`src/rtl/rtc_calendar.sv`:
```
module rtc_calendar #(
  parameter int COMMIT_TICKS = 3
) (
  input  logic        clk,
  input  logic        rst_n,
  input  logic        sec_tick,
  input  logic        wr_en,
  input  logic        wr_is_date,
  input  logic [22:0] wr_data,
  output logic [31:0] time_reg,
  output logic [31:0] date_reg,
  output logic        time_busy,
  output logic        date_busy
);
  localparam int CW = (COMMIT_TICKS < 2) ? 1 : $clog2(COMMIT_TICKS);

  logic [5:0]    sec, mins, yr;
  logic [4:0]    hr, day, mlen;
  logic [3:0]    mon;
  logic          leap;
  logic [22:0]   shadow;
  logic [CW-1:0] cnt;

  wire any_busy = time_busy | date_busy;
  wire commit   = sec_tick & any_busy & (cnt == CW'(COMMIT_TICKS - 1));
  wire load_t   = commit & time_busy;
  wire load_d   = commit & date_busy;
  wire sec_w    = sec >= 6'd59;
  wire min_w    = mins >= 6'd59;
  wire hr_w     = hr >= 5'd23;
  wire roll_day = sec_tick & ~load_t & sec_w & min_w & hr_w;
  wire day_end  = day >= mlen;
  wire [5:0] yr_n = yr + 6'd1;

  always_comb begin
    case (mon)
      4'd4, 4'd6, 4'd9, 4'd11: mlen = 5'd30;
      4'd2:                    mlen = leap ? 5'd29 : 5'd28;
      default:                 mlen = 5'd31;
    endcase
  end

  always_ff @(posedge clk) begin
    if (!rst_n) begin
      sec <= '0; mins <= '0; hr <= '0;
      day <= 5'd1; mon <= 4'd1; yr <= '0; leap <= 1'b0;
    end else begin
      if (load_t) begin
        sec <= shadow[5:0]; mins <= shadow[13:8]; hr <= shadow[20:16];
      end else if (sec_tick) begin
        sec <= sec_w ? 6'd0 : sec + 6'd1;
        if (sec_w) begin
          mins <= min_w ? 6'd0 : mins + 6'd1;
          if (min_w) hr <= hr_w ? 5'd0 : hr + 5'd1;
        end
      end
      if (load_d) begin
        day <= shadow[4:0]; mon <= shadow[11:8]; yr <= shadow[21:16]; leap <= shadow[22];
      end else if (roll_day) begin
        day <= day_end ? 5'd1 : day + 5'd1;
        if (day_end) begin
          if (mon >= 4'd12) begin
            mon  <= 4'd1;
            yr   <= yr_n;
            leap <= (yr_n[1:0] == 2'd2);
          end else begin
            mon <= mon + 4'd1;
          end
        end
      end
    end
  end

  always_ff @(posedge clk) begin
    if (!rst_n) begin
      time_busy <= 1'b0; date_busy <= 1'b0; shadow <= '0; cnt <= '0;
    end else if (wr_en && !any_busy) begin
      time_busy <= ~wr_is_date;
      date_busy <= wr_is_date;
      shadow    <= wr_data;
      cnt       <= '0;
    end else if (commit) begin
      time_busy <= 1'b0;
      date_busy <= 1'b0;
    end else if (sec_tick && any_busy) begin
      cnt <= cnt + CW'(1);
    end
  end

  assign time_reg = {11'b0, hr, 2'b0, mins, 2'b0, sec};
  assign date_reg = {9'b0, leap, yr, 4'b0, mon, 3'b0, day};

  AST_BUSY_EXCLUSIVE: assert property (@(posedge clk) disable iff (!rst_n)
    !(time_busy && date_busy));
  AST_TIME_WRITE_RAISES: assert property (@(posedge clk) disable iff (!rst_n)
    wr_en && !time_busy && !date_busy && !wr_is_date |=> time_busy);
  AST_TIME_BUSY_HOLDS: assert property (@(posedge clk) disable iff (!rst_n)
    time_busy && !sec_tick |=> time_busy);
  AST_DATE_BUSY_HOLDS: assert property (@(posedge clk) disable iff (!rst_n)
    date_busy && !sec_tick |=> date_busy);
  AST_SEC_STEP: assert property (@(posedge clk) disable iff (!rst_n)
    sec_tick && !time_busy && sec < 6'd59 |=> sec == $past(sec) + 6'd1);
  AST_NO_TICK_HOLD: assert property (@(posedge clk) disable iff (!rst_n)
    !sec_tick |=> $stable(time_reg) && $stable(date_reg));
endmodule

```
`config.mk`:
```
export PLATFORM = sky130hd
export DESIGN_NAME = rtc_calendar
export DESIGN_NICKNAME = d
export VERILOG_FILES = /design/src/rtl/rtc_calendar.sv
export SDC_FILE = /design/constraint.sdc
export NUM_CORES = 1
export LEC_CHECK = 0
export BUFFER_PORTS_ARGS = -buffer_cell sky130_fd_sc_hd__buf_2
export CELL_PAD_IN_SITES_DETAIL_PLACEMENT = 1
export CELL_PAD_IN_SITES_GLOBAL_PLACEMENT = 2
export CORE_ASPECT_RATIO = 0.9
export CORE_MARGIN = 10
export CORE_UTILIZATION = 32
export DETAILED_ROUTE_END_ITERATION = 8
export GPL_TIMING_DRIVEN = 0
export HOLD_SLACK_MARGIN = 0.03
export PLACE_DENSITY_LB_ADDON = 0.05
export SLEW_MARGIN = 30
export SYNTH_ARGS = -nofsm -noshare
export SYNTH_HDL_FRONTEND = slang
export SYNTH_SLANG_ARGS = --single-unit
```
`constraint.sdc`:
```
create_clock -name clk -period 4.85 [get_ports clk]
set_input_delay 0.2425 -clock clk [delete_from_list [all_inputs] [get_ports clk]]
set_output_delay 0.2425 -clock clk [all_outputs]
set_load 0.01 [all_outputs]
```
Yosys cells after proc, flatten, opt, wreduce, memory -nomap -nowiden
Index checks and enable logic that the tools add are counted. W data, S select, Z words.

Input bits: 28. Flip-flop bits (word level): 60. Output and inout port bits: 66.

Multiplexer cells: 32. Bitwise gates (word level): 13. $add $sub $neg: 7. $lt $le $gt $ge: 5. Reduce and logical (&&, ||, !) cells: 17. Equality and inequality tests: 7.

Operator list (number): $mux W6 (11); $mux W5 (8); $add A6 B1 Y6 const B (3); $mux W4 (4); $reduce_bool A2 Y1 (7); $ge A6 B6 Y1 const B (2); $add A5 B1 Y5 const B (2); $and A1 B1 Y1 (8); $eq A4 B3 Y1 const B (2); $eq A4 B4 Y1 const B (2); $mux W1 (8); $reduce_and A2 Y1 (3); $reduce_and A3 Y1 (2); $ge A5 B5 Y1 (1); $ge A5 B5 Y1 const B (1); $add A4 B1 Y4 const B (1); $eq A2 B2 Y1 const B (2); $eq A4 B2 Y1 const B (1); $ge A4 B4 Y1 const B (1); $not A1 Y1 (4); $pmux W2 S2 (1); $reduce_or A4 Y1 (1); $add A2 B1 Y2 const B (1); $logic_and A1 B1 Y1 (2); 3 further kinds (3).

Longest topological paths before layout
Word-level depth: 11. Gate-level depth with buffers: 11. Mapped depth without buffers: 11.

Worst setup path after synthesis
OpenSTA, ideal clock, no wires.

Path type: reg2reg. From: register mon[0]. To: register mon[1]. Data arrival time: 2.248 ns. Cell stages (with the launch flop): 12. Slack: 2.528 ns. Required time: 4.776 ns. Library setup time: 0.074 ns. Cell sequence: dfxtp_1 -> inv_1 -> ha_1 -> o21ai_0 -> o21ai_0 -> o21ai_0 -> ha_1 -> nor3b_1 -> nor3_2 -> nand3_4 -> or3b_1 -> a31oi_1.

Longest elaborated chain between the ends: 6. Elaborated cells between the ends (all ways): 16.

Ends and longest elaborated chain: from (decl) (RTL line 19) `logic [3:0] mon;`; from (signal assigned) (RTL line 58) `day <= shadow[4:0]; mon <= shadow[11:8]; yr <= shadow[21:16]; leap <= shadow[22];`; from (signal assigned) (RTL line 67) `mon <= mon + 4'd1;`; $eq A4 B3 Y1 or $eq A4 B4 Y1 (tied branches) (RTL line 36) `case (mon)`; $reduce_or A4 Y1 (RTL line 36); $pmux W2 S2 (RTL line 36); $ge A5 B5 Y1 (RTL line 32) `wire day_end = day >= mlen;`; $reduce_bool A2 Y1 (no source line); $reduce_and A2 Y1 (no source line).

Parallel ways exist; a longest one is shown, timed or not. The select of a mux whose other input is x is not followed. A chain may end at the register's enable or synchronous reset.

Final worst setup path
Same ends and word-level chain as after synthesis.

==> impl.org <==
** Timing
- The final-report hold violation count is 0.
- In the final timing run, aggregate negative setup slack is 0 ns.
- Final period utilization :: 0.556
- In this run the tightest slew margin relative to its limit is 0.513.
- For this run, the top clock speed supported by timing is ~370 MHz.
- Setup violations remaining at the end of the flow were counted as 0.
- Setup repair after global routing missed its margin :: no
- The number of max-slew violations in the final report is 0.
- The clock arrives with around 0.0038 ns of skew.
- At the pin with the least slew margin, the transition time is between 0.7 and 0.8 ns.
- Time the worst path needs with I/O delays and setup :: between 2 and 3 ns

** Logic synthesis
- Sequential cell area fraction in the yosys report :: 0.338
- For this run, the number of Yosys warnings is 0.
- Averaged over all synthesized cells, the footprint is about 8 um^2.
- Biggest area contributors in the synthesized netlist :: sky130_fd_sc_hd__dfxtp_1 34%, sky130_fd_sc_hd__nand2_1 8.9%, sky130_fd_sc_hd__buf_4 7.2%
- Counting distinct cell types in the post-synthesis netlist gives 55.
- Portion of synthesized cell area occupied by the leading cell type :: 0.338
- Synth async-reset ratio :: 0
- Synthesis inferred 56 register bits.
- Synthesis handed over a netlist of 415 instances.
- Of all cell types, the one taking the most synthesized area is sky130_fd_sc_hd__dfxtp_1.
- Total standard cell area after synthesis :: around 0.0033 mm^2
- Number of synthesized flops with an enable pin :: 0
- The most used flip-flop cell after synthesis is sky130_fd_sc_hd__dfxtp_1.

** Clock network
- Buffer count from post-CTS setup fixing :: 0
- Post-CTS Hold Fix Bufs :: 0
- CTS tree :: done
- The tree built by TritonCTS fans out to 56 sinks.
- TritonCTS created 5 clock buffers.
- In this run the number of H-tree levels came out at 2.
- Clock latency reported for the late side of the worst-skew pair :: between 0.2 and 0.3 ns
- Clock root buffer :: sky130_fd_sc_hd__clkbuf_16
- Maximum clock insertion buffer count :: 2
- Clock-pin slew was measured on the worst setup and hold paths at around 0.07 ns.
- Cts repair resizes :: 0

** Power and ir drop
- Power per cell area :: roughly 240 mW/mm^2
- Of the total power, registers draw 0.500.
- Design Power :: 0.000983 W
- Of the total power, combinational logic draws 0.118.
- VDD sags by at most roughly 0.14 mV.
- Summed over all nets, the switching power comes to ~0.00025 W.
- Power share of the clock group :: 0.382
- The internal portion of the total power is between 0.0007 and 0.0008 W.
- Of the total power, the share spent switching nets is 0.256.
- In this run the static leakage power is about 1.8 nW.

** Detailed routing
- The detailed router finished its first iteration with 160 violations.
- ANT nets after route :: 0
- Number of vias in the routed layout :: ~3,200
- Detailed Routing Iterations Pass 1 :: 4
- Post-detailed-route wirelength per cell :: 17.0 um
- After detailed routing, the number of vias per cell comes to roughly 5.
- In the routed design, unresolved DRC markers number 0.
- The routed design has between 10,000 and 15,000 um of wire.

** Min path
- The worst hold path belongs to the class input port to flip-flop.
- Hold-critical path depth :: 3

** Floorplan
- In this run the horizontal extent of the chip is around 130 um.
- Area of the core region :: a little over 0.01 mm^2
- For this configuration, the core starts out at a cell density of 0.325.
- In this run the core area contains 35 standard-cell rows.
- The die is between 100 and 150 um tall.
- The floorplan step defined a die boundary enclosing around 0.015 mm^2.
- Number of top-level design ports :: 94

** Finish
- Commonest non-fill, non-tap cells in the layout :: 79 x sky130_fd_sc_hd__nand2_1, 59 x sky130_fd_sc_hd__buf_2, 56 x sky130_fd_sc_hd__dfxtp_1, 37 x sky130_fd_sc_hd__o21ai_0, 32 x sky130_fd_sc_hd__buf_4
- In the final layout, the share of cells above drive strength 1 is 0.210.
- Area Overhead vs Synth :: 21.3%
- The number of antenna diodes in the final layout is 0.
- In the final design database the tool counted 550 nets.
- Final standard cell count with taps included and fillers excluded :: ~640
- Leaving out fill and tap cells, the most frequent cell in the layout is sky130_fd_sc_hd__nand2_1.

** Global route
- In the global route stage, overall resource usage came out at 0.148.
- The number of antenna violations at the first check in global routing came to 0.
- Wire length of the first global-routing pass :: between 15,000 and 20,000 um
- The via count of the first global-routing pass is about 3,400.
- Entering global routing, the biggest net connects 16 pins.
- After global routing the overflow that remains totals 0.

** Place
- Input and output buffers added on the ports amount to 57.
- Placer Congestion :: ~0.8
- Once placement completed, the tool counted placed cells totaling around 630.
- The wire-length estimate of the detail-placed layout is 8650 um.

** Worst setup path
- STA classifies the critical path startpoint as a flip-flop.
- CP required :: slightly above 5 ns
- Crit end category :: flip-flop
- Counting stages on the worst path, the most repeated cell is sky130_fd_sc_hd__o21ai_0.
- Among all stages on the critical path, the largest delay is contributed by sky130_fd_sc_hd__nor3_2.
- Crit-path cells :: inv_1, ha_1, o21ai_0, o21ai_0, o21ai_0, ha_1, nor3b_1, nor3_2, nand3_4, or3b_1, a31oi_1
- On the worst path, the slowest cell contributes a delay of 0.46 ns.
- The worst register-to-register path has a setup slack of approximately 2.2 ns.
- Worst setup path category :: flip-flop to flip-flop
- Of all nets on the critical path, the largest fanout is 8.
- Number of cells on the worst reg-to-reg path :: 11
- Arrival time at the worst endpoint :: between 2 and 3 ns

** Job
- Max-cap violations :: 0

** Status
- Outcome :: finished clean
## synthesized netlist by cell type, types with 2 or more instances
master                      count
sky130_fd_sc_hd__a211oi_1       4
sky130_fd_sc_hd__a21boi_0      23
sky130_fd_sc_hd__a21boi_1       2
sky130_fd_sc_hd__a21oi_1       13
sky130_fd_sc_hd__a22oi_1        3
sky130_fd_sc_hd__a31oi_1        7
sky130_fd_sc_hd__and2_1         6
sky130_fd_sc_hd__and3_1         6
sky130_fd_sc_hd__buf_2          2
sky130_fd_sc_hd__buf_4         32
sky130_fd_sc_hd__clkbuf_1      18
sky130_fd_sc_hd__dfxtp_1       56
sky130_fd_sc_hd__ha_1          13
sky130_fd_sc_hd__inv_1         10
sky130_fd_sc_hd__mux2i_1        3
sky130_fd_sc_hd__nand2_1       79
sky130_fd_sc_hd__nand3_1       17
sky130_fd_sc_hd__nand4_1        4
sky130_fd_sc_hd__nand4b_1       4
sky130_fd_sc_hd__nor2_1        14
sky130_fd_sc_hd__nor2b_1        3
sky130_fd_sc_hd__nor3_1         2
sky130_fd_sc_hd__nor3b_1        7
sky130_fd_sc_hd__o2111a_1       2
sky130_fd_sc_hd__o2111ai_1      2
sky130_fd_sc_hd__o211a_1        4
sky130_fd_sc_hd__o211ai_1       5
sky130_fd_sc_hd__o21ai_0       37
sky130_fd_sc_hd__o21ai_1        4
sky130_fd_sc_hd__o31ai_1        2
sky130_fd_sc_hd__or3_1          5
sky130_fd_sc_hd__xnor2_1        2
sky130_fd_sc_hd__xor2_1         2
## layout make-up
| type | count | area [um^2] |
|---|---|---|
| Inverter | 10 | 37.5 |
| Buffer | 53 | 323 |
| Clock buffer | 8 | 146 |
| Sequential cell | 56 | 1120 |
| Fill cell | 1286 | 6180 |
| Tap cell | 129 | 161 |
| Multi-Input combinational cell | 326 | 1950 |
| Timing Repair Buffer | 57 | 285 |
## power groups by stage
stage / registers [W] / clock network, W / logic [W]
final: 0.000492 / 0.000376 / 0.000116
after floorplan: 0.000499 / 0 / 0.0000783
after CTS: 0.000492 / 0.000387 / 0.000116
after detailed placement: 0.000503 / 0 / 0.000115
after global routing: 0.000495 / 0.000405 / 0.000132
after global placement: 0.000502 / 0 / 0.000113
## path summary, 6_finish.rpt
path / start / to
max reg2reg: mon[0] / mon[1]
min: wr_data[20] / shadow[20]
max: mon[0] / mon[1]
min reg2reg: shadow[13] / shadow[13]
## metrics by stage
stage	instance area, um^2	setup slack (ns)	util	hold slack (ns)
2_1_floorplan	3430	2.53	-	0.387
3_3_place_gp	3880	2.23	0.380	0.451
3_5_place_dp	3880	2.19	0.380	0.463
4_1_cts	4020	2.15	0.394	0.193
5_1_grt	4020	1.86	0.394	0.207
6_report	4020	2.15	0.394	0.196
## cell families after synthesis
kind of cell | count (synthesis) | synth area share
AOI/OAI and AO/OA | 116 | 0.234
xor gates and xnor gates | 4 | 0.0106
adders and majority gates | 13 | 0.0490
buffers and inverters | 63 | 0.109
DFF | 56 | 0.338
muxes | 4 | 0.0124
other | 1 | 0.00113
and+or+nand+nor | 158 | 0.246
## registers in the layout (all words and copies together), names as in the netlist
register / flops
cnt: 2
date_busy: 1
day: 5
hr: 5
leap: 1
mins: 6
mon: 4
sec: 6
shadow: 19
time_busy: 1
yr: 6
## critical path, delay by kind of cell (launching register included)
family,cells,cell delay (ns)
DFF,1,0.43
adders and majority gates,2,0.37
AOI/OAI and AO/OA,4,0.62
buffers and inverters,1,0.09
and+or+nand+nor,4,1.12
## metal layers
metal | part of all wire | GRT usage | vias to the layer above | routed length, um
met4 | 0.012 | 0.0379 | 0 | 131
met5 | 0 | 0 | - | 0
met3 | 0.062 | 0.0404 | 9 | 670
met2 | 0.44 | 0.237 | 77 | 4830
li1 | - | - | 1595 | -
met1 | 0.48 | 0.192 | 1507 | 5220
No activity file was read; power rests on OpenSTA's default activity.
